`src/rtl/branch_unit_pkg.sv`:
```
package branch_unit_pkg;

    typedef enum logic [1:0] {
        BR_NONE,
        BR_ZCLR,
        BR_VCLR,
        BR_ZSET
    } br_kind_e;

    typedef enum logic {
        ST_IDLE,
        ST_REPORT
    } br_state_e;

endpackage

```
`src/rtl/br_decode.sv`:
```
module br_decode
    import branch_unit_pkg::*;
#(
    parameter int CLS_W = 7,
    parameter logic [CLS_W-1:0] CLS_ZCLR = 7'h50,
    parameter logic [CLS_W-1:0] CLS_VCLR = 7'h51,
    parameter logic [CLS_W-1:0] CLS_ZSET = 7'h52
) (
    input  logic [CLS_W-1:0] cls_i,
    output br_kind_e         kind_o
);

    always_comb begin
        if (cls_i == CLS_ZCLR) begin
            kind_o = BR_ZCLR;
        end else if (cls_i == CLS_VCLR) begin
            kind_o = BR_VCLR;
        end else if (cls_i == CLS_ZSET) begin
            kind_o = BR_ZSET;
        end else begin
            kind_o = BR_NONE;
        end
    end

endmodule

```
`src/rtl/br_cond.sv`:
```
module br_cond
    import branch_unit_pkg::*;
(
    input  br_kind_e kind_i,
    input  logic     flag_z_i,
    input  logic     flag_v_i,
    output logic     take_o
);

    always_comb begin
        unique case (kind_i)
            BR_ZCLR: take_o = ~flag_z_i;
            BR_VCLR: take_o = ~flag_v_i;
            BR_ZSET: take_o = flag_z_i;
            BR_NONE: take_o = 1'b0;
            default: take_o = 1'b0;
        endcase
    end

endmodule

```
`src/rtl/br_target.sv`:
```
module br_target #(
    parameter int PC_W   = 9,
    parameter int DATA_W = 8,
    parameter int STEP   = 2
) (
    input  logic [PC_W-DATA_W-1:0] hi_i,
    input  logic [DATA_W-1:0]      lo_i,
    input  logic [PC_W-1:0]        pc_i,
    input  logic                   take_i,
    output logic [PC_W-1:0]        next_pc_o
);

    localparam logic [PC_W-1:0] STEP_V = PC_W'(STEP);

    logic [PC_W-1:0] target;
    logic [PC_W-1:0] fall;

    assign target = {hi_i, lo_i};
    assign fall   = pc_i + STEP_V;

    always_comb begin
        next_pc_o = take_i ? target : fall;
    end

endmodule

```
`src/rtl/branch_unit.sv`:
```
module branch_unit
    import branch_unit_pkg::*;
#(
    parameter int PC_W   = 9,
    parameter int DATA_W = 8,
    parameter int INSN_BYTES = 2,
    parameter logic [DATA_W-(PC_W-DATA_W)-1:0] CLS_ZCLR = 7'h50,
    parameter logic [DATA_W-(PC_W-DATA_W)-1:0] CLS_VCLR = 7'h51,
    parameter logic [DATA_W-(PC_W-DATA_W)-1:0] CLS_ZSET = 7'h52
) (
    input  logic              clk,
    input  logic              rst_n,
    input  logic              start_i,
    input  logic [DATA_W-1:0] opcode_i,
    input  logic [DATA_W-1:0] operand_i,
    input  logic              flag_z_i,
    input  logic              flag_v_i,
    input  logic [PC_W-1:0]   pc_i,
    output logic [PC_W-1:0]   next_pc_o,
    output logic              taken_o,
    output logic              done_o
);

    localparam int HI_W  = PC_W - DATA_W;
    localparam int CLS_W = DATA_W - HI_W;

    br_state_e       state_q;
    br_state_e       state_d;
    br_kind_e        kind;
    logic            take;
    logic [PC_W-1:0] resolved_pc;
    logic [PC_W-1:0] next_pc_q;
    logic            taken_q;

    br_decode #(
        .CLS_W   (CLS_W),
        .CLS_ZCLR(CLS_ZCLR),
        .CLS_VCLR(CLS_VCLR),
        .CLS_ZSET(CLS_ZSET)
    ) u_decode (
        .cls_i (opcode_i[DATA_W-1:HI_W]),
        .kind_o(kind)
    );

    br_cond u_cond (
        .kind_i  (kind),
        .flag_z_i(flag_z_i),
        .flag_v_i(flag_v_i),
        .take_o  (take)
    );

    br_target #(
        .PC_W  (PC_W),
        .DATA_W(DATA_W),
        .STEP  (INSN_BYTES)
    ) u_target (
        .hi_i     (opcode_i[HI_W-1:0]),
        .lo_i     (operand_i),
        .pc_i     (pc_i),
        .take_i   (take),
        .next_pc_o(resolved_pc)
    );

    // next-state logic
    always_comb begin
        unique case (state_q)
            ST_IDLE:   state_d = start_i ? ST_REPORT : ST_IDLE;
            ST_REPORT: state_d = start_i ? ST_REPORT : ST_IDLE;
            default:   state_d = ST_IDLE;
        endcase
    end

    // state register
    always_ff @(posedge clk) begin
        if (!rst_n) begin
            state_q <= ST_IDLE;
        end else begin
            state_q <= state_d;
        end
    end

    // output registers: captured only on a start
    always_ff @(posedge clk) begin
        if (!rst_n) begin
            next_pc_q <= '0;
            taken_q   <= 1'b0;
        end else if (start_i) begin
            next_pc_q <= resolved_pc;
            taken_q   <= take;
        end
    end

    assign next_pc_o = next_pc_q;
    assign taken_o   = taken_q;
    assign done_o    = (state_q == ST_REPORT);

endmodule

```
`config.mk`:
```
export PLATFORM = sky130hd
export DESIGN_NAME = branch_unit
export DESIGN_NICKNAME = d
export VERILOG_FILES = /design/src/rtl/branch_unit_pkg.sv /design/src/rtl/br_decode.sv /design/src/rtl/br_cond.sv /design/src/rtl/br_target.sv /design/src/rtl/branch_unit.sv
export SDC_FILE = /design/constraint.sdc
export NUM_CORES = 1
export LEC_CHECK = 0
export BUFFER_PORTS_ARGS = -buffer_cell sky130_fd_sc_hd__buf_2
export CORE_MARGIN = 2
export CORE_UTILIZATION = 42
export DETAILED_ROUTE_END_ITERATION = 10
export PLACE_DENSITY = 0.81
export SYNTH_ARGS = -nofsm -noshare
export SYNTH_HDL_FRONTEND = slang
export SYNTH_SLANG_ARGS = --single-unit
```
`constraint.sdc`:
```
create_clock -name clk -period 1.8 [get_ports clk]
set_clock_uncertainty 0.05 [all_clocks]
set_input_delay 0.45 -clock clk [delete_from_list [all_inputs] [get_ports clk]]
set_output_delay 0.45 -clock clk [all_outputs]
set_load 0.1 [all_outputs]
```
==> flow_summary.yaml, run 1 <==
status:
  status: "finished, final reports clean"
cells_and_area:
  n_antenna_cell: 0
  area_delta_synth_final_pct: 33.15
  multi_input_area_um2: 454.2
  fill_cells: 140
  final_util_pct: 60.67
  drive_gt1_share_pct: 43.22
  final_nets: 150
  regArea_um2: 220.2
timing:
  setup_tns_ns: 0
  setup-violations-final: 0
  grt_setup_unrepaired: "false"
  relSlewSlack_pct: 67.45
  fmax_mhz: 649.1
  tightestPinTransition_ns: 0.4917
  min_period_ns: 1.541
  holdWs_ns: 0.4022
  drv_slew: 0
  fin_crit_sh_pct: 85.59
  hold_viol_final: 0
setup_path:
  crit_fanout: 2
  crit_type: "flip-flop to primary output"
  crit_slowest_cell: "buf_2"
  cpPeakStageDelay_ns: 0.43
  arrival_ns: 1.04
  endpoint_kind: "primary output"
  cp_top_family: "buffers and inverters"
  crit_required_ns: 1.30
  path_cells: "buf_2"
  cp_num_buf_inv: 1
  start_kind: "flip-flop"
die:
  initial_core_util_pct: 45.57
  die_area_um2: 1995
  die_y_um: 44.66
  num_rows: 14
  ioPinCount: 41
  die_x_um: 44.66
  core_area_um2: 1524
flow_run:
  max_cap_violations: 0
global_route:
  gr-usage-all-layers_pct: 19.70
  antenna_found_initial: 0
  grt_max_degree: 22
  grt_pass1_vias: 674
  grt_remaining_overflow: 0
  grt_pass1_wl_mm: 2.877
pwr:
  vdd_drop_max_mv: 0.2717
  p_int_w: 0.0004092
  p_clk_share_pct: 24.2
  p_leak_nw: 0.4270
  p_switching_w: 0.0002598
  netSwitchingFraction_pct: 38.83
  seq_power_share_pct: 39.7
  power_density_nw_per_um2: 723.5
  combinationalPowerShare_pct: 36.1
hold_path:
  min_path_type: "input port to flip-flop"
clock_network:
  ctsResizeCount: 0
  cts-htree-levels: 1
  cts_buffers: 3
  cts_setup_buffers: 0
  clock_latency_ns: 0.26
  clockRootBuffer: "clkbuf_4"
  cts_tree: "built"
  clockBufferDepth: 2
  cts_sinks: 11
  cts.clk_slew.worst_paths_ns: 0.07
  ctsHoldBuffers: 0
synth:
  avgSynthCellArea_um2: 8.903
  synth_warnings: 0
  syn_inst: 78
  syn_area_um2: 694.4
  ys_ff_latch: 11
  syn-num-nets: 109
  synth_seq_area_share_pct: 31.71
  synthDistinctLibCells: 24
route:
  drc: 0
  first_iter_violations: 23
  firstDrtPassIters: 4
  drt-vias-per-instance: 5.664
  antenna_left: 0
  wirelength_mm: 1.737
  wl_per_cell_um: 12.96
  num_vias: 759
placed_design:
  dp_hpwl_mm: 1.387
  io_buffers: 40
  place_congestion: 0.8186
-- power by group through the flow --
stage | clock network (W) | logic (W) | registers (W)
2_1_floorplan | 0 | 0.0000642 | 0.000382
3_3_place_gp | 0 | 0.000237 | 0.000271
3_5_place_dp | 0 | 0.000241 | 0.000271
4_1_cts | 0.000164 | 0.000242 | 0.000266
5_1_grt | 0.000181 | 0.000255 | 0.000268
6_report | 0.000162 | 0.000242 | 0.000266
-- kinds of logic after synthesis --
family	synth area share, %
xor gates and xnor gates	7.568
muxes	2.162
DFF	31.71
buffers and inverters	2.882
AOI/OAI and AO/OA	23.78
and+or+nand+nor	30.09
adders and majority gates	1.802
-- layout make-up --
class	count	area share, %
Clock buffer	4	2.842
Sequential cell	11	23.82
Multi-Input combinational cell	62	49.12
Inverter	1	0.4060
Timing Repair Buffer	40	21.65
Tap cell	16	2.165
-- Yosys cell counts --
cell,number,share of area (%)
xnor2_1,2,2.5
ha_1,1,1.8
o311ai_1,4,5.0
and3_1,8,7.2
nor2_4,1,1.6
o21ai_0,5,3.6
dfxtp_1,11,32
buf_2,1,0.72
nor3_1,1,0.72
o211ai_2,1,1.8
a31oi_1,3,2.7
o311ai_2,2,4.7
mux2_4,1,2.2
nand2_1,1,0.54
o21ai_4,1,2.3
a21boi_1,1,1.1
nand3_1,16,12
o21a_2,1,1.3
inv_1,1,0.54
a21o_2,1,1.3
clkbuf_1,3,1.6
nand2b_1,1,0.90
nand3b_1,7,7.6
xor2_1,4,5.0
-- stage by stage --
step | area (um2) | power [W] | worst slack, ns | std cells
after floorplan | 694.4 | 0.0004466 | 0.3749 | 78
after global placement | 898.4 | 0.0005081 | 0.2049 | 130
after detailed placement | 898.4 | 0.0005123 | 0.1634 | 130
after CTS | 924.6 | 0.0006723 | 0.2521 | 134
after global routing | 924.6 | 0.0007041 | 0.2102 | 134
final | 924.6 | 0.0006690 | 0.2594 | 134
-- worst paths after layout --
path | slack (ns) | cells past startpoint | start | endpoint
setup reg to reg | 1.06 | 2 | next_pc_o[2] | next_pc_o[2]
hold reg to reg | 0.42 | 2 | taken_o | taken_o
hold / removal | 0.40 | 3 | operand_i[0] | next_pc_o[0]
setup / recovery | 0.26 | 1 | next_pc_o[2] | next_pc_o[2]
-- metal layers --
metal / GRT usage [%] / up-vias / share of wire, %
li1: - / 383 / -
met1: 23.57 / 348 / 43
met2: 33.62 / 26 / 52
met3: 4.082 / 2 / 4.5
met4: 8.485 / 0 / 1.1
met5: 0 / - / 0
-- sequential cells by signal (all words and copies together) (netlist names) --
register	count
taken_o	1
done_o	1
next_pc_o	9
-- layout by cell type, fill, tap and decap left out --
master	synthesis	routed
buf_2	1	40
o311ai_1	4	4
a31oi_1	3	3
nand3b_1	7	7
inv_1	1	1
o311ai_2	2	2
nand2b_1	1	1
clkbuf_4	0	3
clkbuf_1	3	1
nand2_1	1	1
a21boi_1	1	1
mux2_4	1	1
nor2_4	1	1
o211ai_2	1	1
nor3_1	1	1
o21ai_0	5	5
nand3_1	16	16
o21ai_4	1	1
ha_1	1	1
o21a_2	1	1
dfxtp_1	11	11
xnor2_1	2	2
xor2_1	4	4
a21o_2	1	1
and3_1	8	8
Note: power is estimated with default switching activity, not from simulation.
==> inputs of run 2 (changes only) <==
--- a/config.mk
+++ b/config.mk
@@ -5,11 +5,12 @@
 export SDC_FILE = /design/constraint.sdc
 export NUM_CORES = 1
 export LEC_CHECK = 0
+export ABC_AREA = 1
 export BUFFER_PORTS_ARGS = -buffer_cell sky130_fd_sc_hd__buf_2
 export CORE_MARGIN = 2
-export CORE_UTILIZATION = 42
+export CORE_UTILIZATION = 41
 export DETAILED_ROUTE_END_ITERATION = 10
-export PLACE_DENSITY = 0.81
+export PLACE_DENSITY = 0.8
 export SYNTH_ARGS = -nofsm -noshare
 export SYNTH_HDL_FRONTEND = slang
 export SYNTH_SLANG_ARGS = --single-unit
==> flow_summary.yaml, run 2 <==
synth:
  synth_top_area_share_pct: 33.21
  ys_ff_latch: 11
  postSynth.topFlopCell: "dfxtp_1"
  synthTopCellsByArea: "dfxtp_1 (33%), nand2_1 (23%), inv_1 (6.8%)"
  synth_edf_count: 0
  synthArstFlopShare_pct: 0
  synth_warnings: 0
  synthMostInstantiatedCell: "nand2_1"
  syn_inst: 103
  syn_area_um2: 663.1
  synth_commonest_cells: "nand2_1 (41), inv_1 (12), dfxtp_1 (11)"
  avgSynthCellArea_um2: 6.438
  synth_seq_area_share_pct: 33.21
  syn-num-nets: 134
  synthDistinctLibCells: 20
  synth_top_area_cell: "dfxtp_1"
setup_path:
  start_kind: "flip-flop"
  r2r_cells: 2
  cpPeakStageDelay_ns: 0.43
  endpoint_kind: "primary output"
  crit_type: "flip-flop to primary output"
  crit_fanout: 2
  arrival_ns: 1.05
  critPathLaunch: "next_pc_o[5]"
  r2r_setup_slack_ns: 1.08
  crit_slowest_cell: "buf_2"
  path_cells: "buf_2"
  r2r-end: "next_pc_o[5]"
  rr_startpoint: "next_pc_o[5]"
  cp_top_family: "buffers and inverters"
  cp_num_buf_inv: 1
  crit_required_ns: 1.30
placed_design:
  dpl_cell_area_um2: 864.6
  place_congestion: 0.8057
  io_buffers: 40
  dp_hpwl_mm: 1.323
timing:
  setup_tns_ns: 0
  relSlewSlack_pct: 67.32
  hold_viol_final: 0
  setup-violations-final: 0
  tightestPinTransition_ns: 0.4936
  drv_slew: 0
  min_period_ns: 1.550
  fin_crit_sh_pct: 86.12
  grt_setup_unrepaired: "false"
  fmax_mhz: 645.1
global_route:
  grt_remaining_overflow: 0
  grt_pass1_wl_mm: 2.532
  grtUsageMet1_pct: 20.75
  gr-usage-all-layers_pct: 17.13
  grt.busiest_layer: "met2"
  met2_usage_pct: 30.59
  antenna_found_initial: 0
  grt_pass1_vias: 644
  grt_max_degree: 21
  use_met3_pct: 1.633
die:
  num_rows: 14
  initial_core_util_pct: 44.02
  die_area_um2: 1955
  ioPinCount: 41
  die_x_um: 44.22
  die_y_um: 44.22
  core_area_um2: 1506
clock_network:
  ctsResizeCount: 0
  ctsHoldBuffers: 0
  clockBufferDepth: 2
  cts_sinks: 11
  cts_buffers: 3
  cts-htree-levels: 1
  cts_setup_buffers: 0
  clockRootBuffer: "clkbuf_4"
  clock_latency_ns: 0.26
  cts_tree: "built"
  cts.clk_slew.worst_paths_ns: 0.07
hold_path:
  min_path_type: "input port to flip-flop"
  min_from: "operand_i[0]"
  hold_depth: 3
  worst_hold_path.endpoint: "next_pc_o[0]"
cells_and_area:
  area_delta_synth_final_pct: 34.34
  final_nets: 176
  fill_cells: 148
  final_cell_mix: "nand2_1 (41), buf_2 (40), inv_1 (12)"
  multi_input_area_um2: 379.1
  largest_reg_flops: 9
  regArea_um2: 220.2
  final_common_cell: "nand2_1"
  drive_gt1_share_pct: 33.33
  stdcell_area_um2: 890.9
  n_antenna_cell: 0
route:
  first_iter_violations: 15
  wirelength_mm: 1.602
  wl_per_cell_um: 10.01
  firstDrtPassIters: 4
  drt-vias-per-instance: 4.944
  antenna_left: 0
  drc: 0
  num_vias: 791
pwr:
  p_leak_nw: 0.5203
  power_density_nw_per_um2: 763.1
  vdd_drop_max_mv: 0.3080
flow_run:
  max_cap_violations: 0
status:
  status: "finished, final reports clean"
[run 2: cell types whose count changed in the layout (fill, tap and decap cells not counted), sizes merged, moves of 4 or more]
| cell | change |
|---|---|
| a21oi | +4 |
| nand3b | -6 |
| nand2 | +41 |
| and3 | -8 |
| nand3 | -9 |
| o311ai | -6 |
| inv | +11 |
[run 2: routing by layer]
metal  routed length, um  share of wire [%]
met5                   0                  0
met4                   0                  0
met3                 136                8.5
met2                 773                 48
met1                 693                 43
[run 2: logic make-up after synthesis]
kind of cell	Yosys count	synth area share (%)
compound gates	18	15.66
simple gates	55	35.66
xor+xnor	3	3.963
fa+ha+maj	1	1.886
buf+inv	15	9.622
flops	11	33.21
[run 2: report_power, final]
part	internal [W]	switching (W)	total (W)
logic	0.0000610	0.000187	0.000248
registers	0.000260	0.00000752	0.000268
clock network	0.0000856	0.0000783	0.000164
[run 2: stage by stage]
step                      worst slack, ns  instances  utilization [%]  hold WS (ns)  power (W)
after floorplan                    0.3754        103                -        0.4976  0.0004560
after global placement             0.3649        156            57.39        0.4031  0.0005171
after detailed placement           0.2850        156            57.39        0.4117  0.0005219
after CTS                          0.2504        160            59.14        0.3876  0.0006841
after global routing               0.2152        160            59.14        0.3923  0.0007201
final                              0.2498        160            59.14        0.3932  0.0006798
[run 2: layout make-up]
| cell class | count | share of cell area (%) |
|---|---|---|
| clock buffer | 4 | 2.949 |
| inverter | 12 | 5.056 |
| multi-input combinational | 77 | 42.56 |
| sequential | 11 | 24.72 |
| tap | 16 | 2.247 |
| timing repair buffer | 40 | 22.47 |
[run 2: worst max-delay path by stage]
stage	slack (ns)	end	depth (start not counted)
floorplan	0.38	next_pc_o[6]	0
global placement	0.36	next_pc_o[1]	8
detailed placement	0.29	next_pc_o[5]	8
CTS	0.25	next_pc_o[5]	1
global route	0.22	next_pc_o[8]	1
finish	0.25	next_pc_o[5]	1
==> inputs of run 3 (changes only) <==
--- a/config.mk
+++ b/config.mk
@@ -8,9 +8,9 @@
 export ABC_AREA = 1
 export BUFFER_PORTS_ARGS = -buffer_cell sky130_fd_sc_hd__buf_2
 export CORE_MARGIN = 2
-export CORE_UTILIZATION = 41
+export CORE_UTILIZATION = 40
 export DETAILED_ROUTE_END_ITERATION = 10
-export PLACE_DENSITY = 0.8
+export PLACE_DENSITY = 0.78
 export SYNTH_ARGS = -nofsm -noshare
 export SYNTH_HDL_FRONTEND = slang
 export SYNTH_SLANG_ARGS = --single-unit
==> flow_summary.yaml, run 3 (synthesis results as in run 2) <==
status:
  status: "finished, final reports clean"
global_route:
  grt_remaining_overflow: 0
  grt_pass1_wl_mm: 2.711
  antenna_found_initial: 0
  grt_pass1_vias: 675
  gr-usage-all-layers_pct: 18.07
  grt_max_degree: 21
cells_and_area:
  final_cell_mix: "nand2_1 (41), buf_2 (40), inv_1 (12)"
  area_delta_synth_final_pct: 34.34
  regArea_um2: 220.2
  fill_cells: 148
  final_util_pct: 58.46
  n_antenna_cell: 0
  drive_gt1_share_pct: 33.33
  final_common_cell: "nand2_1"
  multi_input_area_um2: 379.1
  final_cells: 160
  final_nets: 176
  largest_reg_flops: 9
clock_network:
  clock_latency_ns: 0.26
  cts_buffers: 3
  ctsResizeCount: 0
  cts_sinks: 11
  ctsHoldBuffers: 0
  clockBufferDepth: 2
  cts-htree-levels: 1
  clockRootBuffer: "clkbuf_4"
  cts_setup_buffers: 0
  cts_tree: "built"
  cts.clk_slew.worst_paths_ns: 0.07
placed_design:
  dp_hpwl_mm: 1.304
  place_congestion: 0.7220
  dp_cells: 156
  io_buffers: 40
timing:
  drv_slew: 0
  fin_crit_sh_pct: 85.04
  relSlewSlack_pct: 67.77
  fmax_mhz: 653.3
  hold_viol_final: 0
  setup-violations-final: 0
  grt_setup_unrepaired: "false"
  tightestPinTransition_ns: 0.4868
  holdWs_ns: 0.3901
  setup_tns_ns: 0
  min_period_ns: 1.531
route:
  antenna_left: 0
  first_iter_violations: 12
  drt-vias-per-instance: 4.769
  drc: 0
  wirelength_mm: 1.558
  wl_per_cell_um: 9.738
  firstDrtPassIters: 4
  num_vias: 763
flow_run:
  max_cap_violations: 0
setup_path:
  endpoint_kind: "primary output"
  r2r_cells: 2
  cpPeakStageDelay_ns: 0.43
  crit_type: "flip-flop to primary output"
  crit_slowest_cell: "buf_2"
  cp_top_family: "buffers and inverters"
  start_kind: "flip-flop"
  crit_required_ns: 1.30
  crit_fanout: 2
  cp_num_buf_inv: 1
  path_cells: "buf_2"
  arrival_ns: 1.03
  cp_num_cells: 1
die:
  num_rows: 14
  core_area_um2: 1524
  die_area_um2: 1999
  die_y_um: 44.72
  ioPinCount: 41
  die_x_um: 44.72
  initial_core_util_pct: 43.51
pwr:
  vdd_drop_max_mv: 0.2348
  power_density_nw_per_um2: 758.4
  p_leak_nw: 0.5203
hold_path:
  min_path_type: "input port to flip-flop"
  hold_depth: 3
-- run 3: cell counts in the layout (fill, tap and decap cells not counted) --
Identical to the previous run, type by type.
-- run 3: final timing paths --
path / slack (ns) / endpoint / start
max: 0.27 / next_pc_o[4] / next_pc_o[4]
min: 0.39 / next_pc_o[0] / operand_i[0]
max reg2reg: 1.11 / next_pc_o[5] / next_pc_o[5]
min reg2reg: 0.42 / next_pc_o[7] / next_pc_o[7]
-- run 3: through the flow --
stage | power (W) | setup slack (ns) | area, um2
2_1_floorplan | 0.0004560 | 0.3754 | 663.1
3_3_place_gp | 0.0005173 | 0.3596 | 864.6
3_5_place_dp | 0.0005212 | 0.2937 | 864.6
4_1_cts | 0.0006813 | 0.2680 | 890.9
5_1_grt | 0.0007217 | 0.2270 | 890.9
6_report | 0.0006756 | 0.2692 | 890.9
-- run 3: layout make-up --
type                    count  area share, %
flip-flops and latches     11          24.72
clock buffers               4          2.949
inverters                  12          5.056
multi-input cells          77          42.56
well taps                  16          2.247
repair buffers             40          22.47
-- run 3: power breakdown --
part	total (W)	internal, W	switching (W)
Combinational	0.000248	0.0000611	0.000186
Sequential	0.000267	0.000260	0.00000694
Clock	0.000161	0.0000854	0.0000753
-- run 3: metal layers --
layer | global-route usage, % | wire (um) | up-vias
li1 | - | - | 412
met1 | 23.65 | 704 | 325
met2 | 28.70 | 737 | 26
met3 | 4.000 | 116 | 0
met4 | 7.273 | 0 | 0
met5 | 0 | 0 | -
